$ cat src/rtl/therm_to_bin.sv
module therm_to_bin #(
  parameter int THERM_W = 7,
  localparam int LVL_W = $clog2(THERM_W + 1)
) (
  input  logic [THERM_W-1:0] therm_in,
  output logic [LVL_W-1:0]   level_out,
  output logic               bubble_flag
);

  logic [LVL_W-1:0]   top_pos;
  logic [THERM_W-1:0] fill_mask;

  always_comb begin
    top_pos = '0;
    for (int i = 0; i < THERM_W; i++)
      if (therm_in[i]) top_pos = LVL_W'(i + 1);
  end

  always_comb begin
    for (int i = 0; i < THERM_W; i++)
      fill_mask[i] = (i < int'(top_pos));
  end

  assign level_out   = top_pos;
  assign bubble_flag = (therm_in != fill_mask);

  always_comb begin
    if (therm_in == '0)
      a_r1_zero_word: assert (level_out == '0 && !bubble_flag);
    if (!bubble_flag)
      a_r2_legal_count: assert (int'(level_out) == $countones(therm_in));
    if (bubble_flag)
      a_r4_above_popcount: assert (int'(level_out) > $countones(therm_in));
    a_r5_in_range: assert (int'(level_out) <= THERM_W);
  end

endmodule

$ cat config.mk
export PLATFORM = sky130hd
export DESIGN_NAME = therm_to_bin
export DESIGN_NICKNAME = d
export VERILOG_FILES = /design/src/rtl/therm_to_bin.sv
export SDC_FILE = /design/constraint.sdc
export NUM_CORES = 1
export LEC_CHECK = 0
export ABC_AREA = 1
export CAP_MARGIN = 10
export CORE_AREA = 2 2 39 41
export DETAILED_ROUTE_END_ITERATION = 7
export DIE_AREA = 0 0 41 43
export MAX_ROUTING_LAYER = met4
export SETUP_SLACK_MARGIN = 0.02
export SYNTH_ARGS = -nofsm -noshare
export SYNTH_HDL_FRONTEND = slang
export SYNTH_SLANG_ARGS = --single-unit
$ cat constraint.sdc
create_clock -name vclk -period 1.6
set_clock_uncertainty 0.1 [all_clocks]
set_input_delay 0.24 -clock vclk [all_inputs]
set_output_delay 0.24 -clock vclk [all_outputs]
set_load 0.005 [all_outputs]
==> metrics.csv, run 1 <==
metric,value,unit
status,"complete, no violations",
Syn Nets,36,
top cell type by total area after synthesis,nand2_1,
critical path type,input pin to output port,
Die Height,43,um
count of pins over their slew limit,0,
leakage,0.000170,uW
worst-path cell chain,dlygate4sd2_1 > nor2_2 > nand2_2 > nor2_4 > inv_2 > a21oi_2 > nand3_1 > buf_2,
synthesized instance count,29,
Antenna Cells,0,
fillers,170,
# clk buffers,0,
Final WS setup,0.0813,ns
detailed-router iteration count before antenna repair,1,
nature of the critical path startpoint,input pin,
slowest cell delay on critical path,0.25,ns
Multi-input gate area,123,um2
gr busiest metal,met2,
power per cell area,200,mW/mm2
core area,0.00138,mm2
Hold Crit Depth,4,
Hold Worst Slack,0.829,ns
seq_cells,0,
switching share of total power,45.2,%
Clock power frac,0,%
met1 Resource Use GR,4.75,%
fin nets,58,
Residual DRC,0,
combinational fraction of design power,100.0,%
die width,41,um
proportion of layout cells with a drive suffix above 1,44.9,%
DR vias/cell,3.52,
"Hold-fix buffers, CTS",0,
Post-DP HPWL,363,um
Core Rows,14,
Storage cell area,0,um2
"Max FO, Critical Path",2,
internal power,36.2,uW
Tcrit/Tclk final,94.9,%
met3 Usage GRT,0,%
initial antenna violation count,0,
io pins,11,
Post-DRT Antenna Nets,0,
Final GP Congestion,0.607,
Achievable Freq,658,MHz
M2 GR Usage,10.3,%
Setup Viol. Count Final,0,
Reg power frac,0,%
Max Cap Violations,0,
Syn Area/Cell,4.75,um2
utilization after layout,23.9,%
crit path time final,1.52,ns
final hold violation count,0,
area of the mapped netlist,138,um2
area delta synth->final,140,%
overall power,65.9,uW
switching power,29.8,uW
dpl cell area,320,um2
post-route cell area,330,um2
Worst Setup End Kind,output port,
routed len/inst,7.00,um
WHS Endpoint,level_out[0],
DIE AREA,0.00176,mm2
drt first-iter violations,0,
Area contributors post-synth,"nand2_1, inv_1, nand3_1, nor2_4, a21oi_2",
warnings from Yosys,0,
Min-Delay Startpoint,therm_in[6],
count of cell types in the netlist,12,
RSZ-0062 raised after global routing,false,
Critical Path RT,1.26,ns
"worst slack, placed",-0.536,ns
Peak VDD IR,0.0000288,V
largest net degree at the start of global routing,5,
Tightest Pin Transition,0.161,ns
vias,229,
GRT Overall Usage,4.91,%
worst min-delay path category,input pin to output port,
Slew HR,89.2,%
Slowest cell on crit path,dlygate4sd2_1,
number of global-route vias before repair,180,
first-pass GRT wire length,614,um
Overflow after GRT,0,
IO buf count,11,
register area share after synthesis,0,%
Initial Util,9.95,%
detailed-route wire length,455,um
crit path DAT,1.18,ns
Yosys top cell area share,27.3,%
==> how the worst max path moves through the flow <==
stage	start	endpoint	slack, ns	cells past startpoint
global placement	therm_in[6]	bubble_flag	-0.51	7
finish	therm_in[4]	bubble_flag	0.08	8
CTS	therm_in[5]	bubble_flag	0.06	7
detailed placement	therm_in[6]	bubble_flag	-0.54	7
floorplan	therm_in[6]	bubble_flag	0.46	6
global route	therm_in[3]	bubble_flag	0.02	8
==> worst max-delay path, delay by kind of cell <==
kind | cells | cell delay [ns]
AO/OA/AOI/OAI | 1 | 0.10
AND/OR/NAND/NOR | 4 | 0.41
buffers and inverters | 3 | 0.43
==> layer usage <==
metal  wire [um]  up-vias
met1         141       98
met4           0        0
met5           0        -
li1            -      128
met2         296        3
met3          17        0
==> power by group through the flow <==
| stage | sequential (uW) | combinational (uW) | clock, uW |
|---|---|---|---|
| after floorplan | 0 | 23.4 | 0 |
| after global placement | 0 | 66.1 | 0 |
| after detailed placement | 0 | 66.6 | 0 |
| after CTS | 0 | 65.5 | 0 |
| after global routing | 0 | 72.8 | 0 |
| final | 0 | 65.9 | 0 |
==> repair_timing <==
| item | in CTS | in global routing |
|---|---|---|
| pin swaps | 6 | 1 |
| endpoints found under the setup margin | 4 | 1 |
| gates resized for setup | 24 | 2 |
| buffers inserted | 2 | 0 |
==> area by class of cell <==
type,count,share of cell area [%]
multi-input combinational,21,37.1
tap,16,6.06
inverter,8,9.09
timing repair buffer,20,47.7
==> stage by stage <==
stage               cells  setup TNS, ns
floorplan              29              0
global placement       63          -1.52
detailed placement     63          -1.58
CTS                    65              0
global route           65              0
finish                 65              0
==> logic make-up after synthesis <==
logic type             after synthesis  share of synthesized area (%)
AOI/OAI and AO/OA                    3                           15.5
buffers and inverters                8                           21.8
and+or+nand+nor                     18                           62.7
==> cell usage in the layout (no fill, tap or decap) <==
master           Yosys  layout
a21oi_2              1       1
buf_2                0       2
buf_4                0       9
clkdlybuf4s15_1      0       1
dlygate4sd2_1        0       8
inv_1                7       5
inv_2                1       3
nand2_1             10       7
nand2_2              1       4
nand3_1              3       3
nand4_1              1       1
nor2_2               1       1
nor2_4               1       2
o21ai_1              0       1
o21bai_1             1       1
==> cell usage after synthesis <==
| cell | count |
|---|---|
| nand2_1 | 10 |
| inv_1 | 7 |
| nand3_1 | 3 |
| a21oi_2 | 1 |
| inv_2 | 1 |
| nand2_2 | 1 |
| nand4_1 | 1 |
| nor2_1 | 1 |
| nor2_2 | 1 |
| nor2_4 | 1 |
| o21ai_0 | 1 |
| o21bai_1 | 1 |
Power figures use the tool's default switching activity.
==> run 2, diff against run 1 <==
--- a/config.mk
+++ b/config.mk
@@ -12,6 +12,7 @@
 export DIE_AREA = 0 0 41 43
 export MAX_ROUTING_LAYER = met4
 export SETUP_SLACK_MARGIN = 0.02
+export SKIP_LAST_GASP = 1
 export SYNTH_ARGS = -nofsm -noshare
 export SYNTH_HDL_FRONTEND = slang
 export SYNTH_SLANG_ARGS = --single-unit
==> results of run 2 <==
No change in the layout: final DEF, timing and power equal those of run 1.
==> run 3, diff against run 2 <==
--- a/config.mk
+++ b/config.mk
@@ -5,12 +5,12 @@
 export SDC_FILE = /design/constraint.sdc
 export NUM_CORES = 1
 export LEC_CHECK = 0
-export ABC_AREA = 1
 export CAP_MARGIN = 10
 export CORE_AREA = 2 2 39 41
 export DETAILED_ROUTE_END_ITERATION = 7
 export DIE_AREA = 0 0 41 43
 export MAX_ROUTING_LAYER = met4
+export RECOVER_POWER = 25
 export SETUP_SLACK_MARGIN = 0.02
 export SKIP_LAST_GASP = 1
 export SYNTH_ARGS = -nofsm -noshare
==> run 3 against run 2 <==
  * Sequential share of layout area stayed put
  * Synthesized cell count decreased by 52%
  * Critical path depth down 2
  * Combinational power decreased by 28%
  * Via count down 27%
  * Hold slack worse by 0.12 ns
  * Cell count decreased by 28%
  * Wire length down 8.6%
  * First-iteration DRC count unchanged
  * Design area is 26% lower
  * Critical path type unchanged
  * Critical endpoint unchanged
  * Highest routed layer unchanged
==> metrics.csv, run 3 <==
metric,value,unit
Hold Worst Slack,0.713,ns
post-route cell area,244,um2
Achievable Freq,654,MHz
final hold violation count,0,
nature of the critical path startpoint,input pin,
crit path DAT,1.19,ns
Post-DP HPWL,290,um
seq_cells,0,
warnings from Yosys,0,
status,"complete, no violations",
GRT Overall Usage,3.99,%
Syn Area/Cell,5.27,um2
Critical Path RT,1.26,ns
Final GP Congestion,0.422,
detailed-route wire length,416,um
dpl cell area,226,um2
Post-DRT Antenna Nets,0,
IO buf count,11,
Worst Setup End Kind,output port,
Area contributors post-synth,"a21oi_1, o31ai_1, nor2_1, a21o_1, inv_1",
synthesized instance count,14,
count of pins over their slew limit,0,
leakage,0.000118,uW
drt first-iter violations,0,
"Hold-fix buffers, CTS",0,
routed len/inst,8.85,um
Peak VDD IR,0.0000214,V
top cell type by total area after synthesis,a21oi_1,
Syn Nets,21,
critical path type,input pin to output port,
Initial Util,5.33,%
fin nets,40,
Multi-input gate area,76.3,um2
Min-Delay Startpoint,therm_in[6],
detailed-router iteration count before antenna repair,1,
worst min-delay path category,input pin to output port,
crit path time final,1.53,ns
Storage cell area,0,um2
Hold Crit Depth,4,
Yosys top cell area share,20.3,%
Setup Viol. Count Final,0,
count of cell types in the netlist,8,
area of the mapped netlist,73.8,um2
Overflow after GRT,0,
first-pass GRT wire length,517,um
proportion of layout cells with a drive suffix above 1,32.3,%
"most common cell after layout, fill and taps aside",buf_4,
die width,41,um
WHS Endpoint,level_out[0],
initial antenna violation count,0,
io pins,11,
register area share after synthesis,0,%
most frequent cells in the layout,"buf_4, a21oi_1, dlygate4sd2_1",
largest net degree at the start of global routing,5,
core area,0.00138,mm2
Residual DRC,0,
Slew HR,84.3,%
Antenna Cells,0,
# clk buffers,0,
most frequent cells after synthesis,"a21oi_1, nor2_1, inv_1, o31ai_1",
"Max FO, Critical Path",3,
Max Cap Violations,0,
RSZ-0062 raised after global routing,true,
Tightest Pin Transition,0.234,ns
power per cell area,196,mW/mm2
Core Rows,14,
Tcrit/Tclk final,95.6,%
area delta synth->final,231,%
DIE AREA,0.00176,mm2
DR vias/cell,3.55,
number of global-route vias before repair,139,
fillers,165,
Die Height,43,um
vias,167,
## run 3: cell count changes after synthesis, sizes merged, moves of 2 or more
cell / change
a21oi: +2
nand2: -10
o31ai: +2
nand3: -3
inv: -6
## run 3: layer usage
layer | global-route usage, % | share of wire [%] | up-vias
li1 | - | - | 86
met1 | 2.85 | 37 | 70
met2 | 8.44 | 43 | 11
met3 | 1.57 | 19 | 0
met4 | 0 | 0 | 0
met5 | - | 0 | -
## run 3: cells by family (layout without fill, tap and decap cells)
logic type | count (synthesis) | count (layout) | synth area share, %
compound gates | 7 | 7 | 61.0
simple gates | 5 | 5 | 28.8
buf+inv | 2 | 19 | 10.2
## run 3: stage by stage
stage | utilization, % | power (uW) | TNS, ns | std cells | setup WS (ns)
6_report | 17.6 | 47.7 | 0 | 47 | 0.0710
5_1_grt | 17.6 | 51.9 | 0 | 47 | 0.00242
3_3_place_gp | 16.4 | 48.0 | -1.22 | 44 | -0.347
4_1_cts | 16.6 | 44.3 | -0.0441 | 46 | -0.0349
3_5_place_dp | 16.4 | 48.3 | -1.27 | 44 | -0.367
2_1_floorplan | - | 11.5 | 0 | 14 | 0.585
## run 3: worst max path at each step
| stage | from | to | slack (ns) | depth (start not counted) |
|---|---|---|---|---|
| floorplan | therm_in[6] | bubble_flag | 0.58 | 3 |
| global placement | therm_in[5] | bubble_flag | -0.35 | 5 |
| detailed placement | therm_in[5] | bubble_flag | -0.37 | 5 |
| CTS | therm_in[1] | bubble_flag | -0.03 | 5 |
| global route | therm_in[5] | bubble_flag | 0.002 | 6 |
| finish | therm_in[4] | bubble_flag | 0.07 | 6 |
## run 3: layout make-up
type,count,area share (%)
repair buffers,17,57.4
multi-input cells,12,31.3
well taps,16,8.21
inverters,2,3.08
## run 3: where the power goes
part | switching (uW) | internal, uW
clock | 0 | 0
combinational | 19.6 | 28.1
sequential | 0 | 0
## run 3: worst max-delay path: stages
cell	delay [ns]
dlygate4sd2_1	0.25
nor2_1	0.10
nand2_1	0.07
buf_4	0.13
a21o_1	0.14
dlygate4sd2_1	0.26
## run 3: repair_timing
item	in CTS	in global routing
buffers inserted	2	1
endpoints found under the setup margin	4	2
resized for setup	12	10
pin swaps	2	3
